<file path="config.mk">
export PLATFORM = sky130hd
export DESIGN_NAME = seg_prefetch_unit
export DESIGN_NICKNAME = d
export VERILOG_FILES = /design/src/rtl/pf_pkg.sv /design/src/rtl/pf_addr_gen.sv /design/src/rtl/pf_byte_queue.sv /design/src/rtl/pf_fetch_ctrl.sv /design/src/rtl/seg_prefetch_unit.sv
export SDC_FILE = /design/constraint.sdc
export NUM_CORES = 1
export LEC_CHECK = 0
export BUFFER_PORTS_ARGS = -buffer_cell sky130_fd_sc_hd__buf_2
export CORE_ASPECT_RATIO = 1.75
export CORE_UTILIZATION = 56
export DETAILED_ROUTE_END_ITERATION = 8
export HOLD_SLACK_MARGIN = 0.1
export PLACE_DENSITY = 0.83
export SLEW_MARGIN = 0
export SYNTH_ARGS = -nofsm -noshare
export SYNTH_HDL_FRONTEND = slang
export SYNTH_SLANG_ARGS = --single-unit
</file>
<file path="constraint.sdc">
create_clock -name clk -period 3.57 [get_ports clk]
set_input_delay 0.1785 -clock clk [delete_from_list [all_inputs] [get_ports clk]]
set_output_delay 0.1785 -clock clk [all_outputs]
set_load 0.1 [all_outputs]
</file>
<file path="src/rtl/pf_pkg.sv">
package pf_pkg;
    localparam int SEG_W  = 16;
    localparam int OFF_W  = 16;
    localparam int PA_W   = 20;
    localparam int BYTE_W = 8;

    typedef logic [SEG_W-1:0]  seg_t;
    typedef logic [OFF_W-1:0]  offset_t;
    typedef logic [PA_W-1:0]   paddr_t;
    typedef logic [BYTE_W-1:0] byte_t;

    // Fetch sequencer state: current target and outstanding request flag
    typedef struct packed {
        seg_t    cs;
        offset_t ip;
        logic    req;
    } fetch_state_t;

    function automatic int depth_for(bit wide);
        return wide ? 6 : 4;
    endfunction
endpackage

</file>
<file path="src/rtl/pf_addr_gen.sv">
module pf_addr_gen
    import pf_pkg::*;
(
    input  seg_t    seg_i,
    input  offset_t off_i,
    output paddr_t  paddr_o
);
    localparam int SHIFT = PA_W - SEG_W;
    localparam int SUM_W = PA_W + 1;

    logic [SUM_W-1:0] sum;

    always_comb begin
        sum     = {1'b0, seg_i, {SHIFT{1'b0}}} + {{(SUM_W-OFF_W){1'b0}}, off_i};
        paddr_o = sum[PA_W-1:0];   // carry out of bit 19 is dropped
    end
endmodule

</file>
<file path="src/rtl/pf_byte_queue.sv">
module pf_byte_queue #(
    parameter int DEPTH = 4,
    parameter int W     = 8,
    parameter int CNT_W = $clog2(DEPTH + 1)
) (
    input  logic             clk,
    input  logic             rst_n,
    input  logic             clear_i,
    input  logic             push_i,
    input  logic [W-1:0]     din_i,
    input  logic             pop_i,
    output logic [W-1:0]     dout_o,
    output logic             valid_o,
    output logic [CNT_W-1:0] count_o,
    output logic             room_next_o
);
    localparam int PTR_W = (DEPTH > 1) ? $clog2(DEPTH) : 1;
    localparam logic [CNT_W-1:0] FULL_CNT = CNT_W'(DEPTH);
    localparam logic [PTR_W-1:0] LAST_PTR = PTR_W'(DEPTH - 1);

    typedef struct packed {
        logic [DEPTH-1:0][W-1:0] slot;
        logic [PTR_W-1:0]        rd;
        logic [PTR_W-1:0]        wr;
        logic [CNT_W-1:0]        cnt;
    } q_state_t;

    q_state_t s_d, s_q;
    logic     pop_ok, push_ok;

    function automatic logic [PTR_W-1:0] ptr_step(logic [PTR_W-1:0] p);
        return (p == LAST_PTR) ? '0 : p + 1'b1;
    endfunction

    always_comb begin
        s_d     = s_q;
        pop_ok  = pop_i && (s_q.cnt != '0);
        push_ok = push_i && ((s_q.cnt != FULL_CNT) || pop_ok);
        if (clear_i) begin
            s_d.rd  = '0;
            s_d.wr  = '0;
            s_d.cnt = '0;
        end else begin
            if (push_ok) begin
                s_d.slot[s_d.wr] = din_i;
                s_d.wr           = ptr_step(s_q.wr);
            end
            if (pop_ok) begin
                s_d.rd = ptr_step(s_q.rd);
            end
            unique case ({push_ok, pop_ok})
                2'b10:   s_d.cnt = s_q.cnt + 1'b1;
                2'b01:   s_d.cnt = s_q.cnt - 1'b1;
                default: s_d.cnt = s_q.cnt;
            endcase
        end
        room_next_o = (s_d.cnt < FULL_CNT);
    end

    always_ff @(posedge clk) begin
        if (!rst_n) begin
            s_q <= '0;
        end else begin
            s_q <= s_d;
        end
    end

    assign dout_o  = s_q.slot[s_q.rd];
    assign valid_o = (s_q.cnt != '0);
    assign count_o = s_q.cnt;
endmodule

</file>
<file path="src/rtl/pf_fetch_ctrl.sv">
module pf_fetch_ctrl
    import pf_pkg::*;
#(
    parameter seg_t    RST_CS = 16'hFFFF,
    parameter offset_t RST_IP = 16'h0000
) (
    input  logic    clk,
    input  logic    rst_n,
    input  logic    flush_i,
    input  seg_t    flush_cs_i,
    input  offset_t flush_ip_i,
    input  logic    ack_i,
    input  logic    room_next_i,
    output logic    req_o,
    output seg_t    cs_o,
    output offset_t ip_o,
    output logic    push_o
);
    fetch_state_t s_d, s_q;

    // A reply counts only when it answers a live request outside a flush
    assign push_o = s_q.req && ack_i && !flush_i;

    always_comb begin
        s_d = s_q;
        if (flush_i) begin
            s_d.cs  = flush_cs_i;
            s_d.ip  = flush_ip_i;
            s_d.req = 1'b1;
        end else begin
            if (s_q.req && ack_i) begin
                s_d.ip = s_q.ip + 1'b1;
            end
            if (s_q.req && !ack_i) begin
                s_d.req = 1'b1;
            end else begin
                s_d.req = room_next_i;
            end
        end
    end

    always_ff @(posedge clk) begin
        if (!rst_n) begin
            s_q <= '{cs: RST_CS, ip: RST_IP, req: 1'b0};
        end else begin
            s_q <= s_d;
        end
    end

    assign req_o = s_q.req;
    assign cs_o  = s_q.cs;
    assign ip_o  = s_q.ip;
endmodule

</file>
<file path="src/rtl/seg_prefetch_unit.sv">
module seg_prefetch_unit
    import pf_pkg::*;
#(
    parameter bit          WIDE_BUS = 1'b0,
    parameter logic [15:0] RST_CS   = 16'hFFFF,
    parameter logic [15:0] RST_IP   = 16'h0000,
    localparam int         QDEPTH   = depth_for(WIDE_BUS),
    localparam int         CNT_W    = $clog2(QDEPTH + 1)
) (
    input  logic             clk,
    input  logic             rst_n,
    input  logic             flush_i,
    input  logic [15:0]      flush_cs_i,
    input  logic [15:0]      flush_ip_i,
    output logic             mem_req_o,
    output logic [19:0]      mem_addr_o,
    input  logic             mem_ack_i,
    input  logic [7:0]       mem_data_i,
    input  logic             pop_i,
    output logic             q_valid_o,
    output logic [7:0]       q_byte_o,
    output logic [CNT_W-1:0] q_count_o
);
    seg_t    cur_cs;
    offset_t cur_ip;
    logic    push, room_next;

    pf_fetch_ctrl #(
        .RST_CS (RST_CS),
        .RST_IP (RST_IP)
    ) u_ctrl (
        .clk         (clk),
        .rst_n       (rst_n),
        .flush_i     (flush_i),
        .flush_cs_i  (flush_cs_i),
        .flush_ip_i  (flush_ip_i),
        .ack_i       (mem_ack_i),
        .room_next_i (room_next),
        .req_o       (mem_req_o),
        .cs_o        (cur_cs),
        .ip_o        (cur_ip),
        .push_o      (push)
    );

    pf_addr_gen u_addr (
        .seg_i   (cur_cs),
        .off_i   (cur_ip),
        .paddr_o (mem_addr_o)
    );

    pf_byte_queue #(
        .DEPTH (QDEPTH),
        .W     (BYTE_W),
        .CNT_W (CNT_W)
    ) u_queue (
        .clk         (clk),
        .rst_n       (rst_n),
        .clear_i     (flush_i),
        .push_i      (push),
        .din_i       (mem_data_i),
        .pop_i       (pop_i),
        .dout_o      (q_byte_o),
        .valid_o     (q_valid_o),
        .count_o     (q_count_o),
        .room_next_o (room_next)
    );
endmodule

</file>
==> results of run 1 <==
[worst register-to-register path, delay by kind of cell, from the launching register on]
kind	cells	cell delay (ps)
simple gates	3	840
fa+ha+maj	2	630
flops	1	360
compound gates	2	280
xor+xnor	1	150
buf+inv	1	70
[layout by cell type, fill, tap and decap left out, types with 3 or more instances in the layout]
master | synthesis | final
o211ai_1 | 3 | 3
o21a_1 | 4 | 4
dlygate4sd3_1 | 0 | 16
nand4_1 | 3 | 3
and2_1 | 10 | 10
inv_1 | 12 | 12
nand3_1 | 39 | 39
nand2_2 | 4 | 4
nand2b_1 | 3 | 3
a21oi_1 | 17 | 17
buf_2 | 5 | 77
xor2_1 | 10 | 10
mux4_2 | 8 | 8
xnor2_1 | 19 | 19
o21ai_0 | 15 | 15
nor3_1 | 3 | 3
ha_1 | 19 | 19
clkbuf_16 | 0 | 9
mux2i_1 | 18 | 18
nor2_1 | 11 | 11
a21boi_1 | 32 | 32
nand2_1 | 73 | 73
dfxtp_1 | 72 | 72
[final cells by class]
cell class              count  area [µm²]  area share [%]
flip-flops and latches     72        1440            29.7
clock buffers              12         256            5.28
inverters                  12        45.0           0.927
repair buffers             95         561            11.5
multi-input cells         334        2380            49.1
well taps                  84         105            2.16
clock inverters             3        65.1            1.34
[power by group through the flow]
stage / Clock, µW / Combinational (µW) / Sequential [µW]
after global routing: 1020 / 822 / 864
after global placement: 0 / 758 / 875
after detailed placement: 0 / 765 / 877
after floorplan: 0 / 646 / 873
final: 968 / 786 / 860
after CTS: 980 / 782 / 860
[through the flow]
step	util, %	area (µm²)
2_1_floorplan	-	4020
3_3_place_gp	63.4	4380
3_5_place_dp	63.4	4380
4_1_cts	70.3	4860
5_1_grt	70.3	4860
6_report	70.3	4860
[worst paths after layout]
path	endpoint	depth (start not counted)
worst min register to register	u_queue.s_q[21]	2
worst max-delay path	mem_addr_o[18]	9
worst min-delay path	u_ctrl.ip_o[15]	3
worst max register to register	u_ctrl.req_o	9
[logic make-up after synthesis]
family          Yosys count  synth area share (%)
fa+ha+maj                21                  6.92
buf+inv                  44                  5.11
xor+xnor                 29                  6.33
compound gates           95                  16.3
mux                      26                  8.98
simple gates            163                  20.5
flops                    72                  35.9
[per-layer routing]
layer  track usage [%]  vias to the layer above  part of all wire (%)
met5                 0                        -                     0
met4              11.2                        0                   2.3
met1              25.8                     1622                    36
met2              53.1                      124                    58
li1                  -                     1718                     -
met3              5.80                       21                   4.1
[state kept, by name, indices dropped and copies added, names as in the netlist]
register / cells
u_ctrl.req_o: 1
u_ctrl.cs_o: 16
u_ctrl.ip_o: 16
u_queue.count_o: 3
u_queue.s_q: 36
==> summary.txt, run 1 <==
Global routing
  – Largest net degree at the start of global routing: 68
  – Number of global-route vias before repair: between 3000 and 4000
  – GRT Total Usage: 27.1%
  – Initial antenna violation count: 0
  – GR Overflow Total: 0
  – First-pass GRT wire length: ~16000 µm

Floorplanning
  – Total die area: 7520 µm²
  – Core Area: 6910 µm²
  – Die Ht: 114 µm
  – Die width: 66.0 µm
  – Rows: 40
  – Initial Util: approximately three fifths
  – IO Pins: 78

Status
  – Status: finished clean

Power
  – Clk pwr share: 37.0%
  – Comb pwr share: 30.1%
  – Peak supply drop: roughly 0.00053 V
  – Part of the power in registers: between 30 and 40%
  – Pleak: 0.00199 µW
  – Internal Power: between 1500 and 2000 µW
  – Switch share: 36.4%
  – Design Power: about 2600 µW
  – Power per cell area: 538 nW/µm²
  – NetSw: about 950 µW

CTS
  – Maximum clock path buffer count: 2
  – CTS tree: done
  – Root Buffer: clkbuf_16
  – Post-CTS setup buffers: 0
  – Cts bufs inserted: 9
  – Worst-Skew Late Latency: 330 ps
  – Clk sink count: slightly above 70
  – Post-CTS Resized: 0
  – Reg clk slew, reported paths: 60 ps
  – H-Tree Level Count: 3
  – Hold-fix buffers, CTS: 16

Worst setup path
  – Critical path's slowest cell: buf_2
  – Crit path required time: 3390 ps
  – Worst path bufs/invs: 2
  – Crit start category: flip-flop
  – Critical path class: flip-flop to output port
  – CP Max Fanout: 5
  – Delay-heaviest family, CP: compound AO/OA/AOI/OAI gates
  – FF-to-FF setup slack: 1120 ps
  – Crit-path cells: ha_1 > inv_1 > fa_1 > nor2b_1 > o2111ai_1 > a21oi_2 > nand2_1 > o311ai_2 > buf_2
  – CP arrival: 2910 ps
  – Slowest Stage Delay on Critical Path: 480 ps
  – Reg2reg start: u_queue.count_o[1]
  – Critical Path Sink Type: output port
  – Worst Setup SP: u_ctrl.ip_o[4]

Run
  – Max cap viols: 0

Yosys
  – Top post-synthesis cells by area: dfxtp_1 (36%), nand2_1 (6.8%), a21boi_1 (6.0%)
  – Post-synth design cell area: 4010 µm²
  – Seq/Total Area, Yosys: 35.9%
  – Post-synth top area cell: dfxtp_1
  – Asr flop ratio synth: 0%
  – Synth cell types: between 50 and 60
  – Cells after Synth: 450
  – Mapped Avg Cell Area: 8.91 µm²
  – Commonest cells in the synthesized netlist: nand2_1 (73), dfxtp_1 (72), nand3_1 (39)
  – Top-count cell post-synth: nand2_1
  – Area share of the largest cell type after synthesis: 35.9%
  – Top_reg_cell synth: dfxtp_1
  – Syn_nets: 516
  – Yosys warns: 0
  – Register bit total from synthesis: 72
  – Post-synth EDFFs: 0

Cells and area
  – ANT cells: 0
  – Share of layout cells above drive strength 1: 23.1%
  – Fill count: 533
  – Final Non-Filler Cells: around 610
  – Nets: 590
  – Synthesis-to-layout area growth: 21.1%

STA
  – Final setup vio count: 0
  – Fin. max-slew vios: 0
  – Period utilization: 86.5%
  – Hold_ws: 109 ps
  – Final Hold Vio Count: 0
  – Slew @ Worst Pin: approximately 1100 ps
  – Final Skew: between 5 and 6 ps
  – RSZ-0062 raised after global routing: false
  – Post-route setup slack: 482 ps
  – Final setup TNS: 0 ps
  – Fin crit period: 3090 ps
  – F_max: 324 MHz
  – Rel. slew slack: 29.5%

Detailed routing
  – Post-route ant nets: 0
  – Vias per cell: 5.69
  – Wire per inst: approximately 15 µm
  – Initial DRC Count: 250
  – Pre-antenna DRT Iters: 5
  – Drt total wl: 9420 µm
  – Remaining DRCs: 0
  – Vias: 3485

Place
  – Placed Cells: 581
  – Placer Congestion: 0.840
  – Dpl hpwl: 6620 µm
  – Worst slack, placed: approximately 860 ps
  – IO buf count: just under 80

Worst hold path
  – Hold_sp: flush_ip_i[15]
  – Hold Crit Class: primary input to flip-flop
Power figures use the tool's default switching activity.
==> run 2: changes to the inputs <==
--- a/config.mk
+++ b/config.mk
@@ -10,7 +10,7 @@
 export CORE_UTILIZATION = 56
 export DETAILED_ROUTE_END_ITERATION = 8
 export HOLD_SLACK_MARGIN = 0.1
-export PLACE_DENSITY = 0.83
+export PLACE_DENSITY = 0.81
 export SLEW_MARGIN = 0
 export SYNTH_ARGS = -nofsm -noshare
 export SYNTH_HDL_FRONTEND = slang
==> run 2 against run 1 <==
  * Flip-flop and latch count unchanged
  * Count of clock-buffer cells in the layout grew 3
  * Core utilization grew 0.34 points
  * Non-clock buffer count rose by 1
  * Clock power increased by 1%
  * Clock skew down 0.53 ps
  * Wire length increased by 2.3%
  * Fmax shrank 0.72%
  * Register-to-register slack better by 20 ps
  * Design area grew 0.49%
  * Via count down 0.43%
  * Critical path type unchanged
  * Critical endpoint is now mem_addr_o[16]
  * Largest cell class unchanged
  * Largest power group unchanged
==> summary.txt, run 2 (same netlist as run 1, synthesis figures left out) <==
Cells and area
  – Most frequent cells in the layout: buf_2 (77), nand2_1 (73), dfxtp_1 (72)
  – Fill count: 563
  – Share of layout cells above drive strength 1: between 20% and 30%
  – Nets: 591
  – Final core occ: 70.7%
  – Synthesis-to-layout area growth: 21.7%
  – FF+latch area: 1440 µm²
  – Biggest register: u_queue.s_q
  – Multi-input combinational cell area: 2380 µm²
  – Most common cell after layout, fill and taps aside: buf_2
  – ANT cells: 0
  – Largest register FFs: 36

CTS
  – Root Buffer: clkbuf_16
  – Post-CTS Resized: 0
  – Clk sink count: 72
  – Worst-Skew Late Latency: 330 ps
  – Cts bufs inserted: 9
  – CTS tree: done
  – H-Tree Level Count: 3
  – Post-CTS setup buffers: 0
  – Maximum clock path buffer count: 2
  – Reg clk slew, reported paths: approximately 60 ps
  – Hold-fix buffers, CTS: 16

Worst setup path
  – Crit-path cells: ha_1 > inv_1 > fa_1 > nor2b_1 > o2111ai_1 > a21oi_2 > nor4b_1 > a211oi_2 > buf_2
  – Worst R2R End: u_ctrl.req_o
  – Critical path class: flip-flop to output port
  – Reg2reg path depth: 9
  – FF-to-FF setup slack: 1140 ps
  – CP arrival: 2930 ps
  – CP Max Fanout: 5
  – Slowest Stage Delay on Critical Path: 450 ps
  – Critical path's slowest cell: buf_2
  – Critical Path Sink Type: output port
  – Crit path required time: 3390 ps
  – Crit start category: flip-flop
  – Reg2reg start: u_queue.count_o[1]

Status
  – Status: finished clean

STA
  – F_max: 322 MHz
  – RSZ-0062 raised after global routing: false
  – Slew @ Worst Pin: 658 ps
  – Rel. slew slack: 56.1%
  – Fin crit period: 3110 ps
  – Final setup TNS: 0 ps
  – Fin. max-slew vios: 0
  – Period utilization: 87.1%
  – Final setup vio count: 0
  – Final Skew: 5.43 ps
  – Final Hold Vio Count: 0

Global routing
  – First-pass GRT wire length: 15800 µm
  – Largest net degree at the start of global routing: 40
  – GR Overflow Total: 0
  – Number of global-route vias before repair: 3498
  – GRT Total Usage: 27.8%
  – Initial antenna violation count: 0

Floorplanning
  – Total die area: ~7500 µm²
  – Die width: 66.0 µm
  – Die Ht: 114 µm
  – Rows: 40
  – Initial Util: 58.1%
  – IO Pins: 78
  – Core Area: between 6000 and 7000 µm²

Place
  – Dpl hpwl: approximately 6600 µm
  – Placer Congestion: around 0.86
  – IO buf count: 77

Worst hold path
  – Hold_sp: flush_ip_i[15]
  – Hold Crit Class: primary input to flip-flop
  – Hold depth: 3
  – Hold endpoint: u_ctrl.ip_o[15]

Detailed routing
  – Top sig layer: met4
  – Vias per cell: 5.65
  – M1 WL: 3480 µm
  – Vias: 3470
  – Remaining DRCs: 0
  – Pre-antenna DRT Iters: 4
  – Initial DRC Count: 206
  – Post-route ant nets: 0
  – Drt total wl: about 9600 µm
  – DR WL met3: 388 µm
  – Wire per inst: 15.7 µm
  – Met2 wire length: about 5500 µm

Power
  – Pleak: ~0.0020 µW
  – Power per cell area: 539 nW/µm²
  – Peak supply drop: between 0.0005 and 0.0006 V

Run
  – Max cap viols: 0
run 2: report_power, final:
group | internal (µW) | switching, µW
registers | 832 | 29.0
clock network | 655 | 326
logic | 186 | 603
total | 1670 | 958
run 2: routing by layer:
metal	vias to the layer above	GRT usage, %
li1	1715	-
met1	1639	26.9
met2	98	54.0
met3	18	5.30
met4	0	12.5
met5	-	0
run 2: how the worst max path moves through the flow:
| stage | from | endpoint | slack (ps) |
|---|---|---|---|
| after floorplan | u_ctrl.ip_o[4] | mem_addr_o[14] | 200 |
| after global routing | u_ctrl.ip_o[4] | mem_addr_o[16] | 330 |
| after global placement | u_ctrl.ip_o[4] | mem_addr_o[16] | 960 |
| final | u_ctrl.ip_o[4] | mem_addr_o[16] | 460 |
| after detailed placement | u_ctrl.ip_o[4] | mem_addr_o[16] | 870 |
| after CTS | u_ctrl.ip_o[4] | mem_addr_o[16] | 490 |
run 2: area by class of cell:
type | count | area share [%]
Multi-Input combinational cell | 334 | 48.8
Sequential cell | 72 | 29.5
Timing Repair Buffer | 96 | 11.6
Clock buffer | 15 | 6.31
Tap cell | 84 | 2.15
Inverter | 12 | 0.923
Clock inverter | 1 | 0.615
run 2: per-stage QoR:
stage	setup WS (ps)	hold slack (ps)	area (µm²)	cells	power, µW
floorplan	196	307	4020	450	1520
finish	460	109	4880	614	2630
global placement	965	393	4380	582	1630
CTS	492	101	4880	614	2640
global route	334	107	4880	614	2720
detailed placement	870	399	4380	582	1640
run 2: critical path: cells and delay by family (launching register included):
kind	cells	cell delay (ps)
simple gates	2	340
fa+ha+maj	2	640
buf+inv	2	520
flops	1	410
compound gates	3	690
==> run 3: changes to the inputs <==
==> constraint.sdc (replaced) <==
create_clock -name clk -period 2.9 [get_ports clk]
set_input_delay 0.145 -clock clk [delete_from_list [all_inputs] [get_ports clk]]
set_output_delay 0.145 -clock clk [all_outputs]
set_load 0.1 [all_outputs]
==> run 3 against run 2 <==
  * Sequential share of layout area down 1.2 points
  * Flip-flop and latch count did not move
  * Core utilization grew 3.1 points
  * Wire length is 3.8% higher
  * Die area is the same
  * Design area increased by 4.4%
==> summary.txt, run 3 (same netlist as run 1, synthesis figures left out) <==
Status
  – Status: finished clean

Worst setup path
  – Crit path required time: 2760 ps
  – Worst path bufs/invs: 2
  – Reg2reg start: u_queue.count_o[1]
  – Worst R2R End: u_ctrl.req_o
  – CP arrival: 2690 ps
  – Slowest Stage Delay on Critical Path: 420 ps
  – Reg2reg path depth: 9
  – CP Max Fanout: 4
  – Critical path's slowest cell: fa_1
  – Critical path class: flip-flop to output port
  – FF-to-FF setup slack: ~500 ps
  – Critical Path Sink Type: output port
  – Cell depth of the worst setup path: 9
  – Crit-path cells: ha_1 > inv_1 > fa_1 > nor2b_2 > o2111ai_2 > a21oi_2 > nor4b_1 > a211oi_2 > buf_12
  – Delay-heaviest family, CP: compound AO/OA/AOI/OAI gates
  – Crit start category: flip-flop

STA
  – Final Skew: approximately 4.5 ps
  – Fin crit period: 2830 ps
  – Fin. max-slew vios: 0
  – Final Hold Vio Count: 0
  – F_max: between 300 and 400 MHz
  – Final setup vio count: 0
  – Slew @ Worst Pin: 663 ps
  – Post-route setup slack: 66.9 ps
  – Period utilization: slightly below 100%
  – Rel. slew slack: 55.7%

Cells and area
  – Share of layout cells above drive strength 1: around 25%
  – Synthesis-to-layout area growth: 27.0%
  – Fin area: 5090 µm²
  – Fill count: 485
  – Final Non-Filler Cells: 630
  – ANT cells: 0
  – Most frequent cells in the layout: nand2_1 (73), buf_2 (73), dfxtp_1 (71)
  – Largest register FFs: 36
  – Final core occ: 73.8%
  – Biggest register: u_queue.s_q
  – Nets: 607

Run
  – Max cap viols: 0

Floorplanning
  – Rows: 40
  – Die Ht: 114 µm
  – Total die area: 7520 µm²
  – IO Pins: 78
  – Die width: 66.0 µm
  – Core Area: 6910 µm²
  – Initial Util: 58.1%

Global routing
  – GRT Total Usage: ~28%
  – GR Overflow Total: 0
  – Largest net degree at the start of global routing: 39
  – Initial antenna violation count: 0
  – First-pass GRT wire length: 16200 µm
  – Number of global-route vias before repair: 3650

CTS
  – Cts bufs inserted: 9
  – Root Buffer: clkbuf_16
  – CTS tree: done
  – Clk sink count: 72
  – Worst-Skew Late Latency: 340 ps
  – H-Tree Level Count: 3
  – Reg clk slew, reported paths: 50 ps
  – Maximum clock path buffer count: 2

Detailed routing
  – Remaining DRCs: 0
  – Initial DRC Count: about 210
  – Drt total wl: 10000 µm
  – Wire per inst: 15.9 µm
  – Pre-antenna DRT Iters: 5
  – Vias per cell: 5.66
  – Vias: 3568
  – Post-route ant nets: 0

Worst hold path
  – Hold Crit Class: primary input to flip-flop
  – Hold endpoint: u_ctrl.ip_o[5]
  – Hold_sp: flush_ip_i[5]
  – Hold depth: 4

Power
  – Peak supply drop: 0.000452 V
  – Power per cell area: 634 nW/µm²
  – Pleak: 0.00210 µW

Place
  – Dpl hpwl: 6790 µm
  – IO buf count: between 70 and 80
  – Worst slack, placed: 250 ps
  – Placed Cells: 583
  – Post-DP Area: between 4000 and 5000 µm²
  – Placer Congestion: roughly 0.84
## run 3: cell count changes in the layout (fill, tap and decap cells not counted), sizes merged
| cell | delta |
|---|---|
| buf | +2 |
| clkinv | +2 |
| clkbuf | -2 |
| dlygate4sd3 | +14 |
## run 3: worst max-delay path by stage
| stage | endpoint | slack [ps] | startpoint |
|---|---|---|---|
| after floorplan | mem_addr_o[16] | -130 | u_ctrl.ip_o[4] |
| after global placement | mem_addr_o[14] | 340 | u_ctrl.ip_o[4] |
| after detailed placement | mem_addr_o[14] | 250 | u_ctrl.ip_o[4] |
| after CTS | mem_addr_o[12] | 10 | u_ctrl.ip_o[4] |
| after global routing | mem_addr_o[19] | -1 | u_ctrl.ip_o[10] |
| final | mem_addr_o[16] | 70 | u_ctrl.ip_o[4] |
## run 3: where the power goes
group / leakage, µW / internal [µW] / total [µW] / switching (µW)
Combinational: 0.00136 / 289 / 1060 / 773
Clock: 0.000150 / 710 / 1110 / 400
Sequential: 0.000588 / 1020 / 1060 / 35.9
## run 3: final cells by class
class	count	area (µm²)	area share, %
repair buffers	112	757	14.9
well taps	84	105	2.06
flip-flops and latches	72	1440	28.3
multi-input cells	334	2440	48.0
clock inverters	3	40.0	0.786
clock buffers	13	260	5.11
inverters	12	45.0	0.884
## run 3: per-layer routing
metal / GRT usage (%) / wire length (µm) / vias to the layer above
met5: 0 / 0 / -
met4: 13.9 / 259 / 0
met3: 5.00 / 318 / 20
met2: 55.2 / 5800 / 94
met1: 27.0 / 3630 / 1699
li1: - / - / 1755
## run 3: stage by stage
stage | power (µW) | hold slack, ps | TNS [ps]
3_5_place_dp | 2060 | 364 | 0
6_report | 3230 | 119 | 0
2_1_floorplan | 1900 | 273 | -220
5_1_grt | 3340 | 147 | -1.15
3_3_place_gp | 2050 | 359 | 0
4_1_cts | 3210 | 114 | 0
## run 3: worst register-to-register path: stages (launching register included)
cell,delay [ps]
dfxtp_1,350
or3_1,390
nand2_1,130
inv_1,70
ha_1,210
fa_1,380
xnor2_1,140
or3_1,310
a21oi_1,190
a21boi_0,100
## run 3: timing repair
item | in CTS | in global routing
buffers inserted | 1 | 0
pin swaps | 1 | 3
resized for setup | 2 | 8
setup endpoints to repair | 3 | 5
endpoints found under the hold margin | 45 | 0
hold buffers | 30 | 0
